===== src/rtl/rfu_pkg.sv =====
package rfu_pkg;
  localparam int ST_W = 8;

  localparam int B_C = 0;
  localparam int B_Z = 1;
  localparam int B_I = 2;
  localparam int B_D = 3;
  localparam int B_X = 4;
  localparam int B_M = 5;
  localparam int B_V = 6;
  localparam int B_N = 7;

  typedef enum logic [1:0] {
    SEL_ACC  = 2'd0,
    SEL_IX   = 2'd1,
    SEL_IY   = 2'd2,
    SEL_NONE = 2'd3
  } sel_e;

  localparam logic [ST_W-1:0] FORCE_MASK = ST_W'((1 << B_I) | (1 << B_X) | (1 << B_M));
  localparam logic [ST_W-1:0] PWRON_ST   = FORCE_MASK;
  localparam logic [ST_W-1:0] WARM_CLR   = ST_W'(1 << B_D);
endpackage


===== src/rtl/rfu_write_merge.sv =====
module rfu_write_merge #(
  parameter int W  = 16,
  parameter int NW = 8
) (
  input  logic [W-NW-1:0] cur_hi,
  input  logic [W-1:0]    din,
  input  logic            narrow,
  output logic [W-1:0]    merged,
  output logic            is_zero,
  output logic            is_neg
);
  always_comb begin
    if (narrow) begin
      merged  = {cur_hi, din[NW-1:0]};
      is_zero = (din[NW-1:0] == '0);
      is_neg  = din[NW-1];
    end else begin
      merged  = din;
      is_zero = (din == '0);
      is_neg  = din[W-1];
    end
  end
endmodule


===== src/rtl/rfu_status.sv =====
module rfu_status
  import rfu_pkg::*;
(
  input  logic            clk,
  input  logic            rst,
  input  logic            warm_rst,
  input  logic            load,
  input  logic [ST_W-1:0] ld_val,
  input  logic [ST_W-1:0] set_m,
  input  logic [ST_W-1:0] clr_m,
  input  logic            zn_upd,
  input  logic            z_in,
  input  logic            n_in,
  output logic [ST_W-1:0] st_q,
  output logic [ST_W-1:0] st_next
);
  always_comb begin
    if (warm_rst) begin
      st_next = (st_q | FORCE_MASK) & ~WARM_CLR;
    end else begin
      st_next = load ? ld_val : ((st_q | set_m) & ~clr_m);
      if (zn_upd) begin
        st_next[B_Z] = z_in;
        st_next[B_N] = n_in;
      end
    end
  end

  always_ff @(posedge clk) begin
    if (rst) st_q <= PWRON_ST;
    else     st_q <= st_next;
  end
endmodule


===== src/rtl/rfu_gpr.sv =====
module rfu_gpr #(
  parameter int W        = 16,
  parameter int NW       = 8,
  parameter bit IS_INDEX = 1'b0
) (
  input  logic         clk,
  input  logic         rst,
  input  logic         we,
  input  logic [W-1:0] din,
  input  logic         trunc,
  output logic [W-1:0] q
);
  always_ff @(posedge clk) begin
    if (rst) begin
      q <= '0;
    end else begin
      if (we) q <= din;
      if (IS_INDEX && trunc) q[W-1:NW] <= '0;
    end
  end
endmodule


===== src/rtl/regflag_unit.sv =====
module regflag_unit
  import rfu_pkg::*;
#(
  parameter int DATA_W   = 16,
  parameter int NARROW_W = 8
) (
  input  logic              clk,
  input  logic              rst,
  input  logic              warm_rst,
  input  logic              wr_en,
  input  logic [1:0]        wr_sel,
  input  logic [DATA_W-1:0] wr_val,
  input  logic              st_load,
  input  logic [7:0]        st_val,
  input  logic [7:0]        st_set,
  input  logic [7:0]        st_clr,
  input  logic [7:0]        test_mask,
  output logic [DATA_W-1:0] acc_q,
  output logic [DATA_W-1:0] idx_x_q,
  output logic [DATA_W-1:0] idx_y_q,
  output logic [7:0]        stat_q,
  output logic              test_hit
);
  localparam int NREG = 3;
  localparam int HI_W = DATA_W - NARROW_W;

  logic [DATA_W-1:0] reg_q [NREG];
  logic [DATA_W-1:0] cur_val;
  logic [DATA_W-1:0] merged;
  logic              narrow;
  logic              wz, wn;
  logic              wr_live;
  logic [ST_W-1:0]   st_q, st_next;

  assign wr_live = wr_en && (sel_e'(wr_sel) != SEL_NONE);

  always_comb begin
    case (sel_e'(wr_sel))
      SEL_ACC: begin cur_val = reg_q[0]; narrow = st_q[B_M]; end
      SEL_IX:  begin cur_val = reg_q[1]; narrow = st_q[B_X]; end
      SEL_IY:  begin cur_val = reg_q[2]; narrow = st_q[B_X]; end
      default: begin cur_val = '0;       narrow = 1'b1;      end
    endcase
  end

  rfu_write_merge #(.W(DATA_W), .NW(NARROW_W)) u_merge (
    .cur_hi  (cur_val[DATA_W-1:NARROW_W]),
    .din     (wr_val),
    .narrow  (narrow),
    .merged  (merged),
    .is_zero (wz),
    .is_neg  (wn)
  );

  rfu_status u_status (
    .clk      (clk),
    .rst      (rst),
    .warm_rst (warm_rst),
    .load     (st_load),
    .ld_val   (st_val),
    .set_m    (st_set),
    .clr_m    (st_clr),
    .zn_upd   (wr_live),
    .z_in     (wz),
    .n_in     (wn),
    .st_q     (st_q),
    .st_next  (st_next)
  );

  for (genvar g = 0; g < NREG; g++) begin : g_reg
    localparam bit IDX = (g != 0);
    logic we_g;
    assign we_g = wr_en && !warm_rst && (wr_sel == 2'(g));
    rfu_gpr #(.W(DATA_W), .NW(NARROW_W), .IS_INDEX(IDX)) u_gpr (
      .clk   (clk),
      .rst   (rst),
      .we    (we_g),
      .din   (merged),
      .trunc (st_next[B_X]),
      .q     (reg_q[g])
    );
  end

  assign acc_q    = reg_q[0];
  assign idx_x_q  = reg_q[1];
  assign idx_y_q  = reg_q[2];
  assign stat_q   = st_q;
  assign test_hit = ((st_q & test_mask) == test_mask);

  if (HI_W < 1) begin : g_bad_width
    initial $error("DATA_W must exceed NARROW_W");
  end
endmodule


===== config.mk =====
export PLATFORM = sky130hd
export DESIGN_NAME = regflag_unit
export DESIGN_NICKNAME = d
export VERILOG_FILES = /design/src/rtl/rfu_pkg.sv /design/src/rtl/rfu_write_merge.sv /design/src/rtl/rfu_status.sv /design/src/rtl/rfu_gpr.sv /design/src/rtl/regflag_unit.sv
export SDC_FILE = /design/constraint.sdc
export NUM_CORES = 1
export LEC_CHECK = 0
export ABC_CLOCK_PERIOD_IN_PS = 2500
export BUFFER_PORTS_ARGS = -buffer_cell sky130_fd_sc_hd__buf_4
export CORE_UTILIZATION = 35
export DETAILED_ROUTE_END_ITERATION = 10
export GPL_ROUTABILITY_DRIVEN = 0
export HOLD_SLACK_MARGIN = 0.1
export PLACE_DENSITY_LB_ADDON = 0.05
export SLEW_MARGIN = 20
export SYNTH_ARGS = -nofsm -noshare
export SYNTH_HDL_FRONTEND = slang
export SYNTH_SLANG_ARGS = --single-unit

===== constraint.sdc =====
create_clock -name clk -period 2.5 [get_ports clk]
set_input_delay 0.5 -clock clk [delete_from_list [all_inputs] [get_ports clk]]
set_output_delay 0.5 -clock clk [all_outputs]
set_load 0.02 [all_outputs]

==> impl_metrics.csv, run 1 <==
group,metric,value,unit
worst_setup_path,path_cells,"inv_1 > a22oi_1 > o221ai_1 > nor3_1 > buf_4",
yosys,yosys.area_share.simple,20.15,%
drt,final_antenna_net_count,0,
timing,setup_ws,0.5759,ns
worst_setup_path,slowest_stage,"dfxtp_1",
yosys,synth_compound_area_share,25.42,%
yosys,seq_area_frac_synth,45.37,%
timing,fmax,519.7,MHz
drt,drt_wl_total,7132,um
yosys,ys_ff_latch,56,
global_routing,grt_pass1_wl,11520,um
worst_setup_path,r2r_start,"u_status.st_q[4]",
yosys,synth_edf_count,0,
timing,worst_slew_pin_slew,0.4615,ns
yosys,synth_ff_type,"dfxtp_1",
drt,drc,0,
global_routing,grt-busiest-layer,"met2",
timing,setup_violations,0,
hold_path,hold_path.class,"in2reg",
hold_path,hold_path_depth,3,
timing,drv_slew,0,
yosys,synth_top_family_by_area,"compound AO/OA/AOI/OAI gates",
timing,final_hold_viol_count,0,
worst_setup_path,rrSetupSlack,1.03,ns
yosys,netlist_top_cells_area,"dfxtp_1 45%, nand2_1 9.0%, a21oi_1 6.3%",
worst_setup_path,crit_type,"reg2out",
worst_setup_path,cp.required,2.00,ns
die,initial_utilization,36.37,%
timing,fin_crit_sh,76.97,%
finish,area_delta_synth_final,41.57,%
global_routing,grt_util_met2,32.18,%
global_routing,grt_util_met3,3.850,%
clocking,cts_tree,"yes",
pwr,p_leak,1.440,nW
placement,dpl.hpwl,5294,um
worst_setup_path,worstPathMaxFanout,4,
worst_setup_path,cp_top_family,"flip-flops",
die,die_x,86.03,um
worst_setup_path,slowest_delay,0.44,ns
global_routing,track_usage,19.89,%
finish,fin_cells,497,
pwr,total_power,1.840,mW
yosys,synth.most_common_cell,"nand2_1",
placement,dp_cells,489,
timing,rsz0062_at_grt,"false",
status,status,"completed",
drt,drt_first_iter_violations,110,
placement,pre_cts_ws,0.4054,ns
timing,final.min_clock_period,1.924,ns
global_routing,met1_usage,27.12,%
die,dieArea,7400,um^2
pwr,ir_drop,0.2853,mV
yosys,async_flop_share,0,%
yosys,syn_area,2471,um^2
timing,clock_skew,0.01172,ns
finish,nNetsFinal,459,
worst_setup_path,reg2reg_to,"g_reg[0].u_gpr.q[9]",
clocking,cts-htree-levels,2,
finish,antenna_cells,0,
die,fp.coreArea,6794,um^2
worst_setup_path,path_buf_inv,2,
drt,wl_per_cell,14.35,um
clocking,cts_resized,0,
finish,drive_above_1_share,34.66,%
global_routing,grt-ovfl-total,0,
yosys,syn_avg_cell_area,8.348,um^2
yosys,synth_cell_types,34,
clocking,holdBufCountCts,0,
yosys,ys_top_cells_by_count,"59 x nand2_1, 56 x dfxtp_1, 38 x nor2_1, 31 x a21oi_1, 19 x a211oi_1",
global_routing,antenna_found_initial,0,
yosys,muxShareOfSynthArea,0.4051,%
yosys,syn-num-nets,355,
clocking,clock_latency,0.31,ns
finish,n_fill_cell,685,
global_routing,grt_max_degree,39,
drt,vias,2447,
hold_path,whs_endpoint,"u_status.st_q[2]",
pwr,p_per_area,525.9,nW/um^2
timing,slew_headroom,69.23,%
worst_setup_path,critPathCaptureType,"output pin",
global_routing,grt_pass1_vias,2292,
run,drv_cap,0,
clocking,cts_buffer_depth,2,
hold_path,min_from,"st_val[2]",
worst_setup_path,critPathLaunchType,"flip-flop",
worst_setup_path,worstPathArrival,1.42,ns
yosys,synth_adder_area_share,2.025,%
clocking,root_buffer,"clkbuf_8",
yosys,synth_area_leader_cell,"dfxtp_1",
yosys,synth_xor_area_share,0,%
yosys,ys_warn_count,0,
clocking,cts_setup_buffers,0,
yosys,yosysTopAreaCellShare,45.37,%
yosys,synth_cells,296,
drt,avgViaCountPerCell,4.924,
placement,portBuffers,111,
clocking,cts_sinks,56,
worst_setup_path,worst-r2r-cell-count,5,
clocking,clk_pin_slew,0.10,ns
die,die_h,86.03,um
clocking,cts_buffers,5,
timing,fin_setup_tns,0,ns
die,io_pins,112,
drt,dr.pass1.iters,6,
die,rows,30,
## routing by layer
| layer | routed length, um | share of wire [%] | vias up |
|---|---|---|---|
| li1 | - | - | 1251 |
| met1 | 3384 | 47 | 1124 |
| met2 | 3386 | 47 | 70 |
| met3 | 327 | 4.6 | 2 |
| met4 | 33 | 0.46 | 0 |
| met5 | 0 | 0 | - |
## area by class of cell
type	instances	area, um^2	area share (%)
multi-input cells	207	1186	33.91
flip-flops and latches	56	1121	32.05
repair buffers	119	918.4	26.25
well taps	96	120.1	3.433
clock buffers	6	72.57	2.074
inverters	11	41.29	1.180
clock inverters	2	38.79	1.109
## flip-flops by register name, summed over array words and instances, names as in the netlist
| signal | cells |
|---|---|
| u_status.st_q | 8 |
| g.u_gpr.q | 48 |
## stage by stage
| stage | cell area (um^2) | util [%] | hold slack, ns |
|---|---|---|---|
| global route | 3498 | 51.49 | 0.4133 |
| global placement | 3387 | 49.85 | 0.4432 |
| detailed placement | 3387 | 49.85 | 0.4472 |
| floorplan | 2471 | - | 0.5345 |
| CTS | 3498 | 51.49 | 0.4082 |
| finish | 3498 | 51.49 | 0.4221 |
## layout by cell type (no fill, tap or decap), types with 2 or more instances in the layout
cell type,n
a222oi_1,8
ha_1,4
nand2_1,59
or4_1,2
clkbuf_8,5
and2_1,3
nor3_1,12
nor2_1,38
inv_1,11
a21oi_2,3
o311ai_0,3
a211oi_1,19
buf_12,2
o22ai_1,5
a211oi_2,6
buf_4,117
dfxtp_1,56
a21oi_1,31
## worst min-delay path: stages
cell and delay (ns):
buf_4 0.08, nand2_1 0.04, o311ai_0 0.08
## where the power goes
group | switching, mW | leakage [nW] | internal, mW | total, mW
clock | 0.302 | 0.0558 | 0.303 | 0.606
combinational | 0.161 | 0.930 | 0.141 | 0.301
sequential | 0.0183 | 0.454 | 0.914 | 0.933
## worst max-delay path by stage
stage                     depth (start not counted)              from                    to  slack, ns
after CTS                                         5  u_status.st_q[4]              test_hit       0.54
after floorplan                                   6         wr_sel[0]      u_status.st_q[7]       0.64
after detailed placement                          8         wr_sel[0]  g_reg[1].u_gpr.q[13]       0.41
after global placement                            8         wr_sel[0]  g_reg[1].u_gpr.q[13]       0.44
after global routing                              5  u_status.st_q[4]              test_hit       0.40
final                                             5  u_status.st_q[4]              test_hit       0.58
## cell families (layout without fill, tap and decap cells)
family / Yosys count / after routing
AOI/OAI and AO/OA: 83 / 83
adders and majority gates: 4 / 4
buffers and inverters: 33 / 138
DFF: 56 / 56
muxes: 1 / 1
and+or+nand+nor: 119 / 119
Power figures use the tool's default switching activity.
==> inputs of run 2 (changes only) <==
- ABC_CLOCK_PERIOD_IN_PS: 2500 -> 1800
- clock period: 2.5 -> 1.8 ns (I/O delays scaled with it)
==> impl_metrics.csv, run 2 (synthesis results as in run 1) <==
group,metric,value,unit
status,status,"completed",
hold_path,hold_path.class,"in2reg",
finish,fin_cells,513,
clocking,clk_pin_slew,0.10,ns
placement,dp_cells,505,
drt,drc,0,
worst_setup_path,critPathCaptureType,"output pin",
finish,regMostFlops,"g.u_gpr.q",
clocking,cts_sinks,56,
finish,mostFrequentLayoutCells,"134 x buf_4, 59 x nand2_1, 54 x dfxtp_1, 38 x nor2_1, 31 x a21oi_1",
finish,largest_reg_flops,48,
drt,final_antenna_net_count,0,
worst_setup_path,critPathLaunchType,"flip-flop",
finish,post-route-cell-area,3612,um^2
finish,reg.largest.list,"g.u_gpr.q: 48 flops, u_status.st_q: 8 flops",
timing,fin_crit_sh,95.03,%
worst_setup_path,rrSetupSlack,0.33,ns
die,die_h,86.03,um
worst_setup_path,crit_type,"reg2out",
finish,nNetsFinal,475,
timing,slew_headroom,68.95,%
placement,placed_area,3495,um^2
timing,drv_slew,0,
drt,avgViaCountPerCell,4.879,
global_routing,grt_pass1_vias,2323,
drt,wl_per_cell,14.01,um
finish,drive_above_1_share,37.89,%
timing,fmax,584.6,MHz
clocking,clock_latency,0.31,ns
global_routing,grt_pass1_wl,11570,um
timing,clock_skew,0.002030,ns
global_routing,antenna_found_initial,0,
clocking,cts-htree-levels,2,
clocking,cts_buffer_depth,2,
pwr,ir_drop,0.3198,mV
timing,rsz0062_at_grt,"false",
pwr,total_power,2.576,mW
worst_setup_path,worstPathArrival,1.35,ns
global_routing,grt_max_degree,38,
die,rows,30,
clocking,holdBufCountCts,0,
timing,worst_slew_pin_slew,0.4657,ns
die,fp.coreArea,6794,um^2
global_routing,track_usage,19.68,%
pwr,p_leak,1.516,nW
die,die_x,86.03,um
drt,drt_first_iter_violations,121,
die,initial_utilization,36.37,%
finish,layout_commonest_cell,"buf_4",
drt,vias,2503,
finish,area_delta_synth_final,46.18,%
placement,portBuffers,111,
drt,dr.pass1.iters,5,
timing,final_hold_viol_count,0,
pwr,p_per_area,713.2,nW/um^2
clocking,root_buffer,"clkbuf_8",
die,io_pins,112,
worst_setup_path,worstPathMaxFanout,4,
placement,dpl.hpwl,5389,um
drt,drt_wl_total,7185,um
finish,antenna_cells,0,
clocking,cts_buffers,5,
clocking,cts_setup_buffers,0,
timing,final.min_clock_period,1.711,ns
worst_setup_path,cp.required,1.44,ns
global_routing,grt-ovfl-total,0,
clocking,cts_tree,"yes",
die,dieArea,7400,um^2
run,drv_cap,0,
timing,setup_violations,0,
-- run 2: worst max-delay path, stage by stage, from the launching register on --
cell and delay, ns:
dfxtp_2 0.39, inv_1 0.06, a22oi_1 0.14, o221ai_1 0.13, nor3_1 0.15, buf_4 0.17
-- run 2: timing repair --
item                                   in CTS  in global routing
pin swaps                                   0                  0
endpoints found under the hold margin       0                  0
setup endpoints to repair                   1                  1
gates resized for setup                     1                  1
-- run 2: per-layer routing --
metal  wire length (um)  share of wire (%)  GRT usage, %
met1               3246                 45         26.88
met2               3439                 48         32.32
met3                438                6.1         3.754
met4                 61               0.85         4.091
met5                  0                  0             0
-- run 2: worst paths after layout --
path                            start             endpoint  cells after the start
setup / recovery     u_status.st_q[4]             test_hit                      5
hold / removal              st_val[2]     u_status.st_q[2]                      3
hold reg to reg   g_reg[2].u_gpr.q[1]  g_reg[2].u_gpr.q[1]                      2
setup reg to reg     u_status.st_q[4]  g_reg[1].u_gpr.q[9]                      5
-- run 2: final cells by class --
cell class                      instances  area, um^2
Inverter                               11       41.29
Tap cell                               96       120.1
Fill cell                             672        3182
Sequential cell                        56        1124
Clock buffer                            5       68.82
Multi-Input combinational cell        207        1186
Clock inverter                          3       46.29
Timing Repair Buffer                  135        1026
-- run 2: power breakdown --
| part | leakage (nW) | internal, mW | switching [mW] |
|---|---|---|---|
| combinational | 1.01 | 0.211 | 0.229 |
| sequential | 0.454 | 1.27 | 0.0252 |
| clock | 0.0548 | 0.420 | 0.420 |
| total | 1.52 | 1.90 | 0.675 |
-- run 2: stage by stage --
step / setup WS (ns) / setup TNS, ns / util (%) / hold slack [ns]
final: 0.08941 / 0 / 53.17 / 0.2737
after global routing: 0.01009 / 0 / 53.17 / 0.2780
after CTS: 0.05044 / 0 / 53.15 / 0.2696
after detailed placement: -0.1126 / -1.698 / 51.44 / 0.4497
after global placement: -0.07880 / -1.056 / 51.44 / 0.4436
after floorplan: 0.07765 / 0 / - / 0.4960
